`config.mk`:
```
export PLATFORM = sky130hd
export DESIGN_NAME = cg_pulse_seq
export DESIGN_NICKNAME = d
export VERILOG_FILES = /design/src/rtl/cg_seq_pkg.sv /design/src/rtl/johnson_ring.sv /design/src/rtl/tap_decoder.sv /design/src/rtl/window_fsm.sv /design/src/rtl/cg_pulse_seq.sv
export SDC_FILE = /design/constraint.sdc
export NUM_CORES = 1
export LEC_CHECK = 0
export CORE_AREA = 2 2 39 41
export CTS_BUF_LIST = sky130_fd_sc_hd__clkbuf_8
export CTS_CLUSTER_SIZE = 30
export DETAILED_ROUTE_END_ITERATION = 7
export DIE_AREA = 0 0 41 43
export GPL_ROUTABILITY_DRIVEN = 0
export GPL_TIMING_DRIVEN = 0
export SLEW_MARGIN = 20
export SYNTH_ARGS = -nofsm -noshare
export SYNTH_HDL_FRONTEND = slang
export SYNTH_SLANG_ARGS = --single-unit
```
`constraint.sdc`:
```
create_clock -name clk -period 2.14 [get_ports clk]
set_input_delay 0.642 -clock clk [delete_from_list [all_inputs] [get_ports clk]]
set_output_delay 0.642 -clock clk [all_outputs]
set_load 0.01 [all_outputs]
```
`src/rtl/cg_seq_pkg.sv`:
```
package cg_seq_pkg;
    typedef enum logic [1:0] {
        SEQ_OFF     = 2'd0,
        SEQ_IDLE    = 2'd1,
        SEQ_COLLECT = 2'd2
    } seq_state_t;
endpackage

```
`src/rtl/johnson_ring.sv`:
```
module johnson_ring #(
    parameter int STAGES = 6
) (
    input  logic              clk,
    input  logic              rst,
    input  logic              run,
    output logic [STAGES-1:0] ring,
    output logic              wrap
);
    // Twisted ring: stage 0 takes the inverse of the last stage.
    always_ff @(posedge clk) begin
        if (rst || !run) begin
            ring <= '0;
        end else begin
            ring <= {ring[STAGES-2:0], ~ring[STAGES-1]};
        end
    end

    // Last phase of the 2*STAGES cycle: only the top stage is set.
    assign wrap = ring[STAGES-1] & ~ring[STAGES-2];
endmodule

```
`src/rtl/tap_decoder.sv`:
```
module tap_decoder #(
    parameter int STAGES = 6,
    localparam int NGATE = STAGES - 1
) (
    input  logic [STAGES-1:0] ring,
    input  logic              gate,
    output logic [NGATE-1:0]  cg
);
    logic [STAGES-1:0] ring_n;
    assign ring_n = ~ring;

    // Tap k is XNORed with the complementary tap k+1. The result is
    // qualified by tap k's polarity, so only the leading transition counts.
    for (genvar k = 0; k < NGATE; k++) begin : g_gate
        logic diff;
        assign diff  = ring[k] ~^ ring_n[k+1];
        assign cg[k] = gate & ring[k] & diff;
    end
endmodule

```
`src/rtl/window_fsm.sv`:
```
module window_fsm
    import cg_seq_pkg::*;
(
    input  logic clk,
    input  logic rst,
    input  logic en,
    input  logic win_req,
    input  logic wrap,
    output logic collect
);
    seq_state_t state, state_nx;

    always_ff @(posedge clk) begin
        if (rst) begin
            state <= SEQ_OFF;
        end else begin
            state <= state_nx;
        end
    end

    always_comb begin
        state_nx = state;
        if (!en) begin
            state_nx = SEQ_OFF;
        end else begin
            unique case (state)
                SEQ_OFF:     state_nx = SEQ_IDLE;
                SEQ_IDLE:    if (wrap && win_req)  state_nx = SEQ_COLLECT;
                SEQ_COLLECT: if (wrap && !win_req) state_nx = SEQ_IDLE;
                default:     state_nx = SEQ_OFF;
            endcase
        end
    end

    always_comb begin
        collect = (state == SEQ_COLLECT) && en;
    end
endmodule

```
`src/rtl/cg_pulse_seq.sv`:
```
module cg_pulse_seq #(
    parameter int STAGES = 6,
    localparam int NGATE = STAGES - 1
) (
    input  logic             clk,
    input  logic             rst,
    input  logic             en,
    input  logic             win_req,
    output logic [NGATE-1:0] cg_drive,
    output logic             drain_drive
);
    logic [STAGES-1:0] ring_q;
    logic              wrap;
    logic              collect;

    johnson_ring #(.STAGES(STAGES)) u_ring (
        .clk  (clk),
        .rst  (rst),
        .run  (en),
        .ring (ring_q),
        .wrap (wrap)
    );

    window_fsm u_fsm (
        .clk     (clk),
        .rst     (rst),
        .en      (en),
        .win_req (win_req),
        .wrap    (wrap),
        .collect (collect)
    );

    tap_decoder #(.STAGES(STAGES)) u_dec (
        .ring (ring_q),
        .gate (collect),
        .cg   (cg_drive)
    );

    assign drain_drive = ~collect;
endmodule

```
==> results.toml, run 1 <==
[placement]
dp.cells = 56
placed_area_um2 = 453
port_buffers = 9
dp_hpwl_um = 415

[logic_synthesis]
synth-edff-count = 0
yosys_warnings = 0
syn_area_um2 = 343
synth_area_leader_cell = "dfxtp_1"
ys_types = 14
ys_seq_area_frac = 0.467
synth-main-ff-cell = "dfxtp_1"
ys_top_cells_by_area = "dfxtp_1 47%, nor3b_2 15%, and2_1 7.3%"
syn_area_per_cell_um2 = 11.1
synthesis.nets = 36
synthTopCellsByCount = "8 x dfxtp_1, 4 x and2_1, 4 x nor3b_2, 3 x a21oi_1"
synthCells = 31
synth.most_common_cell = "dfxtp_1"
ys_async_sr_fraction = 0
ys_ff_latch = 8
yosys.area.top_type_share = 0.467

[layout]
fin_util = 0.338
stdcell_count = 59
multi_input_area_um2 = 179
antenna_cells = 0
fin_nets = 50
area_growth_pct = 36.5
drive_above_1_share = 0.302
n_fill_cell = 146
fin_area_um2 = 468
ff_latch_area_um2 = 160

[setup_path]
worstSetupPathType = "in2out"
path_cells = "clkdlybuf4s15_1, nand3b_4, nor3b_2, clkbuf_2"
critPathCaptureType = "output pin"
arrival_ns = 1.36
path_max_fanout = 6
max_stage_delay_ns = 0.25
crit_buf_inv = 2
path_delay_family = "buffers and inverters"
crit_path_top_delay_cell = "clkdlybuf4s15_1"
crit_path_start_kind = "input port"
cp.required_ns = 1.50

[clocking]
cts_buffer_depth = 2
clock_latency_ns = 0.23
cts_setup_buffers = 0
cts.htree.levels = 1
clkTransAtPathRegs_ns = 0.04
root_buffer = "clkbuf_8"
cts_hold_buffers = 0
cts_resized = 9
numClockSinks = 8
cts_made_buffers = 3
tritoncts = "done"

[floorplan]
dieWidth_um = 41
core_region_area_um2 = 1380
die_h_um = 43
rows = 14
dieArea_um2 = 1760
num_io_pins = 10
start_util = 0.248

[outcome]
status = "finished, final reports clean"

[power_and_ir_drop]
leakage_nw = 0.186
total_power_mw = 0.348
power_density_nw_per_um2 = 743
vdd_drop_max_v = 0.000393

[hold_path]
hold_class = "reg2reg"

[timing]
slew_headroom = 0.857
tightestPinTransition_ns = 0.214
setup_tns_ns = 0
fin_skew_ns = 0.00270
period_share = 0.937
rsz0062_at_grt = "false"
finalMaxSlewViolations = 0
setup_viol = 0
fmax_ghz = 0.499
hold_violations = 0
post-route-min-period_ns = 2.00

[global_route]
grt_max_degree = 7
grt_first_pass_wirelength_um = 1060
grt_usage = 0.0989
overflow = 0
grt_pass1_vias = 269
grt_antenna_before_repair = 0

[job]
max-cap-violations = 0

[route]
met3_length_um = 68
ant_nets = 0
drt_pass1_iterations = 4
via_per_inst = 4.51
vias = 266
post_drt_wl_per_cell_um = 10.1
route.detailed.drc = 0
drt-total-wl_um = 594
wl_met2_um = 245
drt-initial-drc-count = 5
top_layer = "met4"
drt-met1-wl_um = 268
-- where the power goes --
part / internal [mW] / total [mW] / leakage [nW] / switching, mW
logic: 0.00873 / 0.0136 / 0.0992 / 0.00491
clock network: 0.122 / 0.179 / 0.0216 / 0.0577
registers: 0.153 / 0.154 / 0.0651 / 0.00189
total: 0.283 / 0.348 / 0.186 / 0.0645
-- stage by stage --
stage,hold slack (ns),setup slack [ns]
after global routing,0.441,0.0535
final,0.434,0.135
after detailed placement,0.422,-0.571
after floorplan,0.397,0.449
after global placement,0.413,-0.589
after CTS,0.428,0.00448
-- cells in the final DEF (no fill, tap or decap) --
cell             Yosys  final
dfxtp_1              8      8
nor2_1               2      2
nand2b_1             2      2
nand3b_1             1      1
inv_1                1      1
clkdlybuf4s15_1      0      1
o21a_1               1      1
and2_1               4      4
ha_1                 1      1
a21oi_1              3      3
clkbuf_2             0      5
clkdlybuf4s50_1      0      2
nand4b_1             1      1
nor3_1               1      1
nand3b_4             1      1
clkbuf_8             0      3
nor3b_2              4      4
and2b_1              1      1
dlygate4sd2_1        0      1
-- final timing paths --
path                  startpoint             end  slack [ns]  depth (start not counted)
hold reg to reg   u_ring.ring[5]  u_ring.ring[0]        0.43                          1
hold / removal    u_ring.ring[5]  u_ring.ring[0]        0.43                          1
setup reg to reg  u_ring.ring[4]  u_fsm.state[0]        1.05                          5
setup / recovery              en     cg_drive[2]        0.14                          4
-- per-layer routing --
metal  vias up  track usage
li1        134            -
met1       117        0.111
met2        13        0.125
met3         2       0.0785
met4         0       0.0600
met5         -            0
-- cell type report --
class / count / share of cell area
clock buffers: 3 / 0.0882
multi-input cells: 22 / 0.382
inverters: 1 / 0.00802
repair buffers: 9 / 0.136
flip-flops and latches: 8 / 0.342
well taps: 16 / 0.0428
-- flip-flops by register name, indices dropped and copies added, names as in the netlist --
signal	flops
u_ring.ring	6
u_fsm.state	2
-- cells by family (layout without fill, tap and decap cells) --
family,Yosys count,count (layout),synth area share
compound gates,4,4,0.0657
fa+ha+maj,1,1,0.0365
buf+inv,1,13,0.0109
flops,8,8,0.467
simple gates,17,17,0.420
Note: power is estimated with default switching activity, not from simulation.
==> run 2: changes to the inputs <==
--- a/config.mk
+++ b/config.mk
@@ -5,6 +5,8 @@
 export SDC_FILE = /design/constraint.sdc
 export NUM_CORES = 1
 export LEC_CHECK = 0
+export ABC_AREA = 1
+export CAP_MARGIN = 5
 export CORE_AREA = 2 2 39 41
 export CTS_BUF_LIST = sky130_fd_sc_hd__clkbuf_8
 export CTS_CLUSTER_SIZE = 30
==> results.toml, run 2 <==
[outcome]
status = "finished, final reports clean"

[layout]
top_register = "u_ring.ring"
top_regs = "u_ring.ring x6, u_fsm.state x2"
fin_nets = 60
largest_reg_flops = 6
antenna_cells = 0
fin_area_um2 = 497
area_growth_pct = 44.4
drive_above_1_share = 0.245
n_fill_cell = 152
mostFrequentLayoutCell = "inv_1"
fin_util = 0.359
layout_common_cells = "9 x inv_1, 8 x dfxtp_1, 7 x nand2_1"

[clocking]
numClockSinks = 8
cts_setup_buffers = 0
cts_made_buffers = 3
cts.htree.levels = 1
clkTransAtPathRegs_ns = 0.04
clock_latency_ns = 0.23
root_buffer = "clkbuf_8"
cts_hold_buffers = 0
cts_buffer_depth = 2
tritoncts = "done"
cts_resized = 15

[setup_path]
critPathCaptureType = "output pin"
crit_path_top_delay_cell = "dlygate4sd2_1"
cp-startpoint = "en"
max_stage_delay_ns = 0.26
path_cells = "dlygate4sd2_1, nand3_4, nor3_2, clkdlybuf4s15_2"
arrival_ns = 1.42
crit_path_start_kind = "input port"
worstSetupPathType = "in2out"
r2r_start = "u_ring.ring[4]"
path_max_fanout = 6
cp.required_ns = 1.50

[power_and_ir_drop]
leakage_nw = 0.187
power.share.switching = 0.196
internal_power_mw = 0.281
pwr-share-comb = 0.044
power_density_nw_per_um2 = 704
total_power_mw = 0.350
seqPwrFrac = 0.439
vdd_drop_max_v = 0.000350
clkPwrFrac = 0.517
switching_power_mw = 0.0686

[logic_synthesis]
yosys_warnings = 0
synthSimpleGateAreaFrac = 0.371
synth_area_leader_cell = "dfxtp_1"
yosys.area.top_type_share = 0.465
synth_compound_area_frac = 0.0291
synth-main-ff-cell = "dfxtp_1"
synthAdderAreaFrac = 0.0364
synthCells = 41
synth.most_common_cell = "inv_1"
ys_ff_latch = 8
synth-edff-count = 0
synth_top_family_by_area = "simple AND/OR/NAND/NOR gates"
ys_types = 10
synthTopCellsByCount = "9 x inv_1, 8 x dfxtp_1, 7 x nand2_1, 6 x nor2_1, 5 x nor3_2"
syn_area_um2 = 344
ys_seq_area_frac = 0.465
synthXorXnorAreaFrac = 0
ys_async_sr_fraction = 0
syn_area_per_cell_um2 = 8.39
ys_top_cells_by_area = "dfxtp_1 47%, nor3_2 15%, inv_1 9.8%"
synthesis.nets = 46
synthMuxAreaShare = 0

[timing]
setup_viol = 0
rsz0062_at_grt = "false"
hold-worst-slack_ns = 0.418
setup_tns_ns = 0
hold_violations = 0
slew_headroom = 0.816
fin_skew_ns = 0.000322
finalMaxSlewViolations = 0
tightestPinTransition_ns = 0.275
fmax_ghz = 0.485
period_share = 0.963
post-route-min-period_ns = 2.06

[floorplan]
num_io_pins = 10
die_h_um = 43
start_util = 0.249
core_region_area_um2 = 1380
dieWidth_um = 41
rows = 14
dieArea_um2 = 1760

[route]
drt-initial-drc-count = 10
ant_nets = 0
post_drt_wl_per_cell_um = 8.45
drt-total-wl_um = 583
route.detailed.drc = 0
drt_pass1_iterations = 2
vias = 285
via_per_inst = 4.13

[global_route]
grt_max_degree = 9
grt_usage = 0.0878
grt_pass1_vias = 260
grt_first_pass_wirelength_um = 1010
overflow = 0
grt_antenna_before_repair = 0

[hold_path]
hold_class = "reg2reg"
min-delay-start = "u_ring.ring[5]"

[placement]
port_buffers = 9
dp_hpwl_um = 413
placed_area_um2 = 454

[job]
max-cap-violations = 0
## run 2: cell count changes after synthesis, sizes merged
cell    previous run  this run
inv                1         9
nand2              0         7
nor2               2         7
and2               4         0
nor3               1         5
nor3b              4         0
nand2b             2         0
nand3              0         2
nand3b             2         0
a21oi              3         2
and2b              1         0
nand4b             1         0
o21a               1         0
## run 2: per-stage QoR
step / worst slack [ns] / std cells
2_1_floorplan: 0.545 / 41
3_3_place_gp: -0.512 / 66
3_5_place_dp: -0.491 / 66
4_1_cts: 0.0694 / 69
5_1_grt: 0.0137 / 69
6_report: 0.0801 / 69
## run 2: path summary, 6_finish.rpt
path                          to  slack [ns]  cells after the start
hold / removal    u_ring.ring[0]        0.42                      1
hold reg to reg   u_ring.ring[0]        0.42                      1
setup / recovery     cg_drive[3]        0.08                      4
setup reg to reg  u_fsm.state[0]        1.15                      6
## run 2: critical path: cells and delay by family
kind	cells	cell delay [ns]
and+or+nand+nor	2	0.27
buffers and inverters	2	0.50
## run 2: final cells by class
cell class                      count  area [um^2]  share of cell area
Tap cell                           16         20.0              0.0403
Inverter                            9         33.8              0.0680
Timing Repair Buffer                9         91.3               0.184
Multi-Input combinational cell     24          150               0.302
Clock buffer                        3         41.3              0.0831
Sequential cell                     8          160               0.322
## run 2: kinds of logic (layout without fill, tap and decap cells)
kind of cell             count (synthesis)  in the layout
AO/OA/AOI/OAI                            2              2
adder cells (fa/ha/maj)                  1              1
buffers and inverters                    9             21
flip-flops                               8              8
AND/OR/NAND/NOR                         21             21
## run 2: layer usage
metal / vias up / GRT usage / wire, um
met5: - / 0 / 0
met4: 0 / 0.0800 / 18
met3: 2 / 0.0366 / 50
met2: 9 / 0.113 / 238
met1: 126 / 0.105 / 276
li1: 148 / - / -
## run 2: power by group through the flow
stage	Clock [mW]	Sequential (mW)	Combinational (mW)
6_report	0.181	0.154	0.0154
5_1_grt	0.194	0.154	0.0174
4_1_cts	0.185	0.154	0.0157
3_5_place_dp	0	0.156	0.0161
3_3_place_gp	0	0.156	0.0161
2_1_floorplan	0	0.156	0.00812
